File: config.mk
export PLATFORM = sky130hd
export DESIGN_NAME = cir_irq_ctrl
export DESIGN_NICKNAME = d
export VERILOG_FILES = /design/src/rtl/cir_irq_pkg.sv /design/src/rtl/cir_irq_level_sel.sv /design/src/rtl/cir_irq_sticky.sv /design/src/rtl/cir_irq_regs.sv /design/src/rtl/cir_irq_ctrl.sv
export SDC_FILE = /design/constraint.sdc
export NUM_CORES = 1
export LEC_CHECK = 0
export BUFFER_PORTS_ARGS = -buffer_cell sky130_fd_sc_hd__buf_2
export CORE_MARGIN = 3
export CORE_UTILIZATION = 44
export DETAILED_ROUTE_END_ITERATION = 16
export MAX_ROUTING_LAYER = met4
export PLACE_DENSITY = 0.78
export RECOVER_POWER = 50
export SYNTH_ARGS = -nofsm -noshare
export SYNTH_HDL_FRONTEND = slang
export SYNTH_HIERARCHICAL = 1
export SYNTH_SLANG_ARGS = --single-unit
File: constraint.sdc
create_clock -name clk -period 1.9 [get_ports clk]
set_clock_uncertainty 0.15 [all_clocks]
set_input_delay 0.475 -clock clk [delete_from_list [all_inputs] [get_ports clk]]
set_output_delay 0.475 -clock clk [all_outputs]
set_load 0.01 [all_outputs]
File: src/rtl/cir_irq_pkg.sv
package cir_irq_pkg;
  localparam int REG_W  = 8;
  localparam int ADDR_W = 2;

  typedef enum logic [ADDR_W-1:0] {
    OFS_DATA    = 2'd0,
    OFS_ENABLE  = 2'd1,
    OFS_CAUSE   = 2'd2,
    OFS_RELEASE = 2'd3
  } ofs_e;

  // bit positions software decodes
  localparam int B_RXD  = 0;
  localparam int B_TXS  = 1;
  localparam int B_STOP = 2;
  localparam int B_OVR  = 3;
  localparam int B_DONE = 5;

  localparam logic [REG_W-1:0] LEVEL_MASK   = 8'b0000_0011;
  localparam logic [REG_W-1:0] STICKY_MASK  = 8'b0010_1100;
  localparam logic [REG_W-1:0] RELEASE_MASK = 8'b0000_1000;
  localparam logic [REG_W-1:0] LIVE_MASK    = LEVEL_MASK | STICKY_MASK;
endpackage

File: src/rtl/cir_irq_level_sel.sv
module cir_irq_level_sel (
  input  logic fifo_on,
  input  logic direct_lvl,
  input  logic fifo_lvl,
  output logic lvl
);
  assign lvl = fifo_on ? fifo_lvl : direct_lvl;
endmodule

File: src/rtl/cir_irq_sticky.sv
module cir_irq_sticky (
  input  logic clk,
  input  logic rst,
  input  logic set_i,
  input  logic clr_i,
  output logic q
);
  always_ff @(posedge clk) begin
    if (rst)        q <= 1'b0;
    else if (set_i) q <= 1'b1;
    else if (clr_i) q <= 1'b0;
  end

  a_r3_set_latches: assert property (@(posedge clk) disable iff (rst)
    set_i |=> q);
  a_r9_set_beats_clear: assert property (@(posedge clk) disable iff (rst)
    (set_i && clr_i) |=> q);
  a_r4_holds_without_clear: assert property (@(posedge clk) disable iff (rst)
    (q && !clr_i) |=> q);
endmodule

File: src/rtl/cir_irq_regs.sv
module cir_irq_regs
  import cir_irq_pkg::*;
(
  input  logic              clk,
  input  logic              rst,
  input  logic [ADDR_W-1:0] bus_addr,
  input  logic              bus_rd,
  input  logic              bus_wr,
  input  logic [REG_W-1:0]  bus_wdata,
  input  logic [REG_W-1:0]  cause,
  input  logic [REG_W-1:0]  rx_data,
  output logic [REG_W-1:0]  bus_rdata,
  output logic [REG_W-1:0]  enable,
  output logic              cause_rd,
  output logic              release_rd,
  output logic              rx_pop,
  output logic              tx_push,
  output logic [REG_W-1:0]  tx_data
);
  logic [REG_W-1:0] rd_mux;

  assign cause_rd   = bus_rd && (bus_addr == OFS_CAUSE);
  assign release_rd = bus_rd && (bus_addr == OFS_RELEASE);
  assign rx_pop     = bus_rd && (bus_addr == OFS_DATA);
  assign tx_push    = bus_wr && (bus_addr == OFS_DATA);
  assign tx_data    = bus_wdata;

  always_comb begin
    unique case (bus_addr)
      OFS_DATA:    rd_mux = rx_data;
      OFS_ENABLE:  rd_mux = enable;
      OFS_CAUSE:   rd_mux = cause;
      default:     rd_mux = '0;
    endcase
  end

  always_ff @(posedge clk) begin
    if (rst) begin
      enable    <= '0;
      bus_rdata <= '0;
    end else begin
      if (bus_wr && bus_addr == OFS_ENABLE) enable <= bus_wdata & LIVE_MASK;
      if (bus_rd) bus_rdata <= rd_mux;
    end
  end

  a_r7_enable_readback: assert property (@(posedge clk) disable iff (rst)
    (bus_rd && bus_addr == OFS_ENABLE && !bus_wr) |=> bus_rdata == $past(enable));
  a_r6_reserved_zero: assert property (@(posedge clk) disable iff (rst)
    (bus_rd && bus_addr == OFS_CAUSE) |=> (bus_rdata[7:6] == 2'b00 && !bus_rdata[4]));
  a_r4_release_reads_zero: assert property (@(posedge clk) disable iff (rst)
    release_rd |=> bus_rdata == '0);
endmodule

File: src/rtl/cir_irq_ctrl.sv
module cir_irq_ctrl
  import cir_irq_pkg::*;
(
  input  logic              clk,
  input  logic              rst,
  input  logic [ADDR_W-1:0] bus_addr,
  input  logic              bus_rd,
  input  logic              bus_wr,
  input  logic [REG_W-1:0]  bus_wdata,
  output logic [REG_W-1:0]  bus_rdata,
  input  logic              fifo_on,
  input  logic              rx_ready,
  input  logic              rx_above_trig,
  input  logic              tx_empty,
  input  logic              tx_below_trig,
  input  logic              rx_stop_evt,
  input  logic              rx_ovr_evt,
  input  logic              tx_done_evt,
  input  logic [REG_W-1:0]  rx_data,
  output logic              rx_pop,
  output logic              tx_push,
  output logic [REG_W-1:0]  tx_data,
  output logic              irq
);
  logic [REG_W-1:0] cause;
  logic [REG_W-1:0] enable;
  logic             cause_rd;
  logic             release_rd;

  for (genvar i = 0; i < REG_W; i++) begin : g_src
    if (i == B_RXD) begin : g_rx
      cir_irq_level_sel u_sel (.fifo_on(fifo_on), .direct_lvl(rx_ready),
                               .fifo_lvl(rx_above_trig), .lvl(cause[i]));
    end else if (i == B_TXS) begin : g_tx
      cir_irq_level_sel u_sel (.fifo_on(fifo_on), .direct_lvl(tx_empty),
                               .fifo_lvl(tx_below_trig), .lvl(cause[i]));
    end else if (STICKY_MASK[i]) begin : g_sticky
      logic set_ev;
      logic clr_ev;
      assign set_ev = (i == B_STOP) ? rx_stop_evt :
                      (i == B_OVR)  ? rx_ovr_evt  : tx_done_evt;
      assign clr_ev = RELEASE_MASK[i] ? release_rd : cause_rd;
      cir_irq_sticky u_bit (.clk(clk), .rst(rst), .set_i(set_ev),
                            .clr_i(clr_ev), .q(cause[i]));
    end else begin : g_unused
      assign cause[i] = 1'b0;
    end
  end

  cir_irq_regs u_regs (
    .clk(clk), .rst(rst), .bus_addr(bus_addr), .bus_rd(bus_rd),
    .bus_wr(bus_wr), .bus_wdata(bus_wdata), .cause(cause),
    .rx_data(rx_data), .bus_rdata(bus_rdata), .enable(enable),
    .cause_rd(cause_rd), .release_rd(release_rd), .rx_pop(rx_pop),
    .tx_push(tx_push), .tx_data(tx_data)
  );

  assign irq = |(cause & enable);

  a_r8_enabled_event_raises: assert property (@(posedge clk) disable iff (rst)
    (rx_stop_evt && enable[B_STOP] && !bus_wr) |=> irq);
  a_r4_cause_read_keeps_ovr: assert property (@(posedge clk) disable iff (rst)
    (cause[B_OVR] && cause_rd) |=> cause[B_OVR]);
  a_r12_reset_clears: assert property (@(posedge clk)
    rst |=> (enable == '0 && cause[B_OVR] == 1'b0 && bus_rdata == '0));
endmodule

Word-level counts from Yosys, hierarchy flattened
Index checks and enable logic that the tools add are counted.
{ "word_totals": {"n_memories": 0, "output_inout_bits": 19, "latch_bits": 0, "input_bits": 30, "mem_bits_ro": 0, "regBits": 16, "elab_cells": 27, "ramBits": 0} }
{ "classes": {"n_reduce_logical": 10, "n_eq_ne": 3, "n_bitwise": 1, "n_div": 0, "muxes": 8, "shifts": 0, "mul": 0, "n_addsub": 0, "order_cmp": 0} }
{ "ops": {"columns": ["operator", "n"], "rows": [
  ["one-hot mux 8 bit (3 select lines)", 1],
  ["OR reduction 8 bit", 1],
  ["two-way mux 1 bit", 7],
  ["AND 6 bit", 1],
  ["nonzero test 2 bit", 3],
  ["logical AND 1 bit", 5],
  ["equality test 2 bit, second input constant", 2],
  ["equality test 2 x 1 -> 1 bit, second input constant", 1],
  ["zero test 2 bit", 1]
]} }

Longest topological paths before layout
Gate-level depths: netlist (run 1).
{ "depth": {"word_depth": 4, "ltp_mapped": 5, "mapped_depth_nobuf": 4} }

Hierarchy
Netlist (run 1), hierarchy kept.
{ "modules_own_cells": {"columns": ["module", "n_inst", "seq_area_each_um2", "area_each_um2", "cells_each"], "rows": [
  ["cir_irq_regs", 1, 260.2, 782.0, 89],
  ["cir_irq_sticky", 3, 20.0, 38.8, 4],
  ["cir_irq_level_sel", 2, 0.0, 15.0, 1],
  ["cir_irq_ctrl", 1, 0.0, 25.0, 4]
]} }

Worst setup path after synthesis (run 1)
No wires, ideal clock.
{ "synth_timing": {"path_kind": "input port to output port", "start": "in fifo_on", "end": "out irq", "path_slack_ns": 0.070, "stages": 3, "path_buffers": 0, "arrival_ns": 1.205, "required_time_ns": 1.275, "path_cell_list": "mux2_4 a222oi_1 nand2_1"} }
{ "synth_via": {"elab_chain_len": 3, "word_cells_on_any_way": 4, "cone_classes": "2 x mux; 1 x bitwise; 1 x reduce/logical"} }
{ "synth_lines": {"columns": ["item", "line", "text"], "rows": [
  ["start: declaration", "cir_irq_ctrl.sv:11", "input logic fifo_on,"],
  ["two-way mux 1 bit", "cir_irq_level_sel.sv:7", "assign lvl = fifo_on ? fifo_lvl : direct_lvl;"],
  ["AND 6 bit (*)", "cir_irq_ctrl.sv:58", "assign irq = |(cause & enable);"],
  ["OR reduction 8 bit (*)", "cir_irq_ctrl.sv:58", null],
  ["end: declaration", "cir_irq_ctrl.sv:23", "output logic irq"]
]} }
Every way passes the cells marked *; elsewhere a longest branch is shown, timed or not.

Final worst setup path (run 1)
{ "layout_timing": {"start": "in fifo_on", "end": "out irq"} }
{ "layout_via": {"elab_chain_len": 3, "word_cells_on_any_way": 4, "cone_classes": "2 x mux; 1 x bitwise; 1 x reduce/logical"} }
{ "layout_lines": {"columns": ["item", "line", "text"], "rows": [
  ["two-way mux 1 bit", "cir_irq_level_sel.sv:7", null],
  ["named net cause[0]", "cir_irq_ctrl.sv:25", "logic [REG_W-1:0] cause;"],
  ["AND 6 bit", "cir_irq_ctrl.sv:58", null],
  ["OR reduction 8 bit", "cir_irq_ctrl.sv:58", null]
]} }
The timed path passes the listed nets, and every way through them passes these cells.

==> results of run 1 <==
==> how the worst max path moves through the flow <==
stage,start,endpoint,slack (ps),cells after the start
floorplan,fifo_on,irq,70,3
global placement,fifo_on,irq,-190,5
detailed placement,fifo_on,irq,-220,5
CTS,fifo_on,irq,-170,5
global route,fifo_on,irq,-200,5
finish,fifo_on,irq,-160,5
==> critical path: stages <==
cell and delay [ps]:
buf_6 100, mux2_4 290, a222oi_1 310, nand2_1 110, buf_2 150
==> layer usage <==
layer  global-route usage  share of wire  up-vias
met4               0.0742          0.012        0
met5                    -              0        -
li1                     -              -      417
met1                0.182           0.42      376
met3               0.0258          0.069        4
met2                0.299           0.50       29
==> per-stage QoR <==
step | total power [mW] | setup WS [ps] | hold WS (ps)
final | 0.691 | -158 | 272
after global routing | 0.722 | -198 | 284
after CTS | 0.700 | -166 | 268
after detailed placement | 0.519 | -220 | 328
after global placement | 0.515 | -185 | 320
after floorplan | 0.475 | 70.1 | 299
==> repair_timing <==
action,CTS,global route
pin swaps,2,0
hold endpoints to repair,0,0
setup buffers,1,0
resized for setup,1,0
endpoints found under the setup margin,1,1
==> state kept, by name, summed over array words and instances, names as in the netlist <==
signal                  flops
u_regs/bus_rdata            8
u_regs/enable               5
g_src.g_sticky.u_bit/q      3
==> layout make-up <==
type / instances / share of cell area
tap: 25 / 0.0283
inverter: 3 / 0.0102
timing repair buffer: 46 / 0.213
multi-input combinational: 73 / 0.438
clock buffer: 3 / 0.0204
sequential: 16 / 0.290
==> power breakdown <==
group	internal, mW	leakage [nW]	total, mW	switching, mW
combinational	0.0747	0.365	0.147	0.0727
clock	0.0737	0.0138	0.180	0.106
sequential	0.353	0.132	0.364	0.0111
==> flow_summary.toml, run 1 <==
[route]
drc_errors = 0
dr_total_vias = 826
via_per_inst = 4.98
routed_wl_mm = 2.06
first_pass_iters = 4
drt_iter0_drc = 7
ant_nets = 0
wire_per_inst_um = 12.4

[finish]
fillers = 169
areaGrowthSynthToFinish_pct = 19.0
layout-drive-gt1-share = 0.411
regArea_um2 = 320
final_cells = 166
layout_commonest_cell = "buf_2"
final_core_util = 0.594
n_antenna_cell = 0
multi_input_area_um2 = 483
layout_common_cells = "35 x buf_2, 16 x dfxtp_1, 11 x nand2_1"
finalInstanceArea_um2 = 1100
final_nets = 173

[die]
ios = 49
die_w_um = 51.9
dieArea_um2 = 2690
fp.dieH_um = 51.9
core_area_um2 = 1860
core.rowCount = 15
start_util = 0.499

[timing]
setup_tns_ps = -158
fin_ws_ps = -158
maxSlewViolCount = 0
min_period_ps = 2060
fin_crit_sh = 1.08
fmax_ghz = 0.486
hold_viol_final = 0
rsz0062_at_grt = "yes"
setup_viol_count_final = 1

[global_route]
grt_start_max_net_pins = 17
grt-ovfl-total = 0
grt.total_usage = 0.168
antenna_found_initial = 0
grt_pass1_wl_mm = 3.31
grt_pass1_vias = 821

[logic_synthesis]
yosysWarningCount = 6
syn_area_um2 = 927
postSynthCellCount = 103
syn_area_per_cell_um2 = 9.00

[worst_setup_path]
critPathCaptureType = "primary output"
critPathKind = "in2out"
crit_fanout = 2
reg2reg_from = "g_src[2].g_sticky.u_bit/q"
crit_required_ps = 1270
worstPathArrival_ps = 1430
r2r_end = "u_regs/bus_rdata[2]"
r2r_setup_slack_ps = 680
worstSetupStartpointType = "input port"
reg2reg_depth = 3

[cts]
numCtsBuffers = 3
clock_path_buffers = 2
tritoncts = "built"
cts_hold_buf = 0
clock_latency_ps = 290
cts.sinks = 16
cts_root_buf = "clkbuf_4"
clk_pin_slew_ps = 90
htreeDepth = 1

[power]
p_per_area_nw_per_um2 = 626
vdd_drop_max_v = 0.000427
p_leak_nw = 0.510

[hold_path]
holdPathStages = 3
hold_end = "g_src[2].g_sticky.u_bit/q"
hold_path_class = "in2reg"
worstHoldStart = "rx_stop_evt"

[placement]
dp_hpwl_mm = 1.57
gp_congestion = 0.820
place_area_um2 = 1080
dp_cells = 162
numPortBuffers = 42

[status]
violations = "negative setup slack"
status = "finished with violations"

[job]
maxCapViolations = 0
No activity file was read; power rests on OpenSTA's default activity.
==> run 2, diff against run 1 <==
==> constraint.sdc (replaced) <==
create_clock -name clk -period 1.9 [get_ports clk]
set_clock_uncertainty 0.15 [all_clocks]
set_input_delay 0.095 -clock clk [delete_from_list [all_inputs] [get_ports clk]]
set_output_delay 0.095 -clock clk [all_outputs]
set_load 0.01 [all_outputs]
==> run 2 against run 1 <==
Non-clock buffer count increased by 9. The flow now finishes without violations. Largest cell class unchanged. Clock-buffer cell count increased by 1. Global-route usage increased by 0.63 points. Critical path type is now reg2out. Combinational power increased by 7%.
==> flow_summary.toml, run 2 (same netlist as run 1, synthesis figures left out) <==
[global_route]
grt.total_usage = 0.174
grt_util_met3 = 0.0516
globalRouteMet1Util = 0.178
use_met2 = 0.301
grt_start_max_net_pins = 17
grt_pass1_wl_mm = 3.37
antenna_found_initial = 0
grt.busiest_layer = "met2"
grt_pass1_vias = 837
grt-ovfl-total = 0

[timing]
fin_crit_sh = 0.756
setup_tns_ps = 0
hold_viol_final = 0
maxSlewViolCount = 0
fmax_ghz = 0.696
fin_ws_ps = 463
rsz0062_at_grt = "no"
setup_viol_count_final = 0
min_period_ps = 1440

[die]
start_util = 0.499
dieArea_um2 = 2690
ios = 49
die_w_um = 51.9
fp.dieH_um = 51.9
core.rowCount = 15
core_area_um2 = 1860

[placement]
gp_congestion = 0.775
dp_worst_setup_slack_ps = 557
place_area_um2 = 1060
dp_hpwl_mm = 1.54
numPortBuffers = 42
dp_cells = 159

[cts]
tritoncts = "built"
numCtsBuffers = 3
clk_pin_slew_ps = 90
clock_path_buffers = 2
htreeDepth = 1
cts_root_buf = "clkbuf_4"
cts_resized = 0
cts.sinks = 16
clock_latency_ps = 290

[route]
ant_nets = 0
routed_wl_mm = 2.18
drc_errors = 0
via_per_inst = 4.97
drt_iter0_drc = 15
wire_per_inst_um = 12.4
dr_total_vias = 874
first_pass_iters = 4

[worst_setup_path]
worstSetupStartpointType = "flip-flop"
r2r_setup_slack_ps = 700
critPathCaptureType = "primary output"
crit_fanout = 3
critPathKind = "reg2out"
crit_required_ps = 1650
worstPathArrival_ps = 1190

[finish]
layout-drive-gt1-share = 0.364
largest_register_ffs = 8
regMostFlops = "u_regs/bus_rdata"
final_cells = 176
finalInstanceArea_um2 = 1210
areaGrowthSynthToFinish_pct = 30.6
layout_commonest_cell = "buf_2"
top_regs = "u_regs/bus_rdata: 8 flops, u_regs/enable: 5 flops, g_src.g_sticky.u_bit/q: 3 flops"
final_nets = 182
n_antenna_cell = 0
layout_common_cells = "35 x buf_2, 16 x dfxtp_1, 13 x dlygate4sd3_1"

[power]
p_leak_nw = 0.530
p_per_area_nw_per_um2 = 614
vdd_drop_max_v = 0.000504
total_power_uw = 744

[job]
maxCapViolations = 0

[status]
status = "completed"

[hold_path]
hold_path_class = "in2reg"
==> run 2: changes by cell type in the layout (fill, tap and decap cells not counted), sizes merged <==
| cell | before | now |
|---|---|---|
| buf | 39 | 35 |
| clkbuf | 10 | 11 |
| dlygate4sd3 | 0 | 13 |
==> run 2: stage by stage <==
stage / hold WS (ps) / util
3_5_place_dp: 40.1 / 0.569
6_report: 10.2 / 0.652
5_1_grt: 18.2 / 0.652
4_1_cts: 1.83 / 0.659
2_1_floorplan: 7.44 / -
3_3_place_gp: 40.1 / 0.569
==> run 2: worst paths after layout <==
kind,startpoint,endpoint,depth (start not counted)
setup / recovery,u_regs/enable[0],irq,3
hold / removal,rx_data[4],u_regs/bus_rdata[4],4
setup reg to reg,g_src[2].g_sticky.u_bit/q,u_regs/bus_rdata[2],3
hold reg to reg,u_regs/enable[5],u_regs/enable[5],2
==> run 2: final cells by class <==
class | count | area [µm²]
fillers | 178 | 647
multi-input cells | 73 | 480
repair buffers | 55 | 332
flip-flops and latches | 16 | 320
clock buffers | 4 | 36.3
well taps | 25 | 31.3
inverters | 3 | 11.3
==> run 2: metal layers <==
layer | up-vias | wire (µm)
li1 | 438 | -
met1 | 395 | 861
met2 | 33 | 1140
met3 | 8 | 151
met4 | 0 | 35
met5 | - | 0
==> run 2: repair_timing <==
action / CTS / global route
setup buffers: 0 / 0
hold endpoints to repair: 8 / 0
hold buffers: 13 / 0
==> run 2: report_power, final <==
| part | switching (mW) | total (mW) | internal (mW) | leakage [nW] |
|---|---|---|---|---|
| registers | 0.0109 | 0.364 | 0.353 | 0.132 |
| logic | 0.0743 | 0.157 | 0.0825 | 0.377 |
| clock network | 0.106 | 0.223 | 0.117 | 0.0210 |
| total | 0.191 | 0.744 | 0.552 | 0.530 |
==> run 2: critical path, stage by stage (launching register included) <==
cell	delay [ps]
dfxtp_1	350
a222oi_1	300
nand2_1	100
buf_2	150
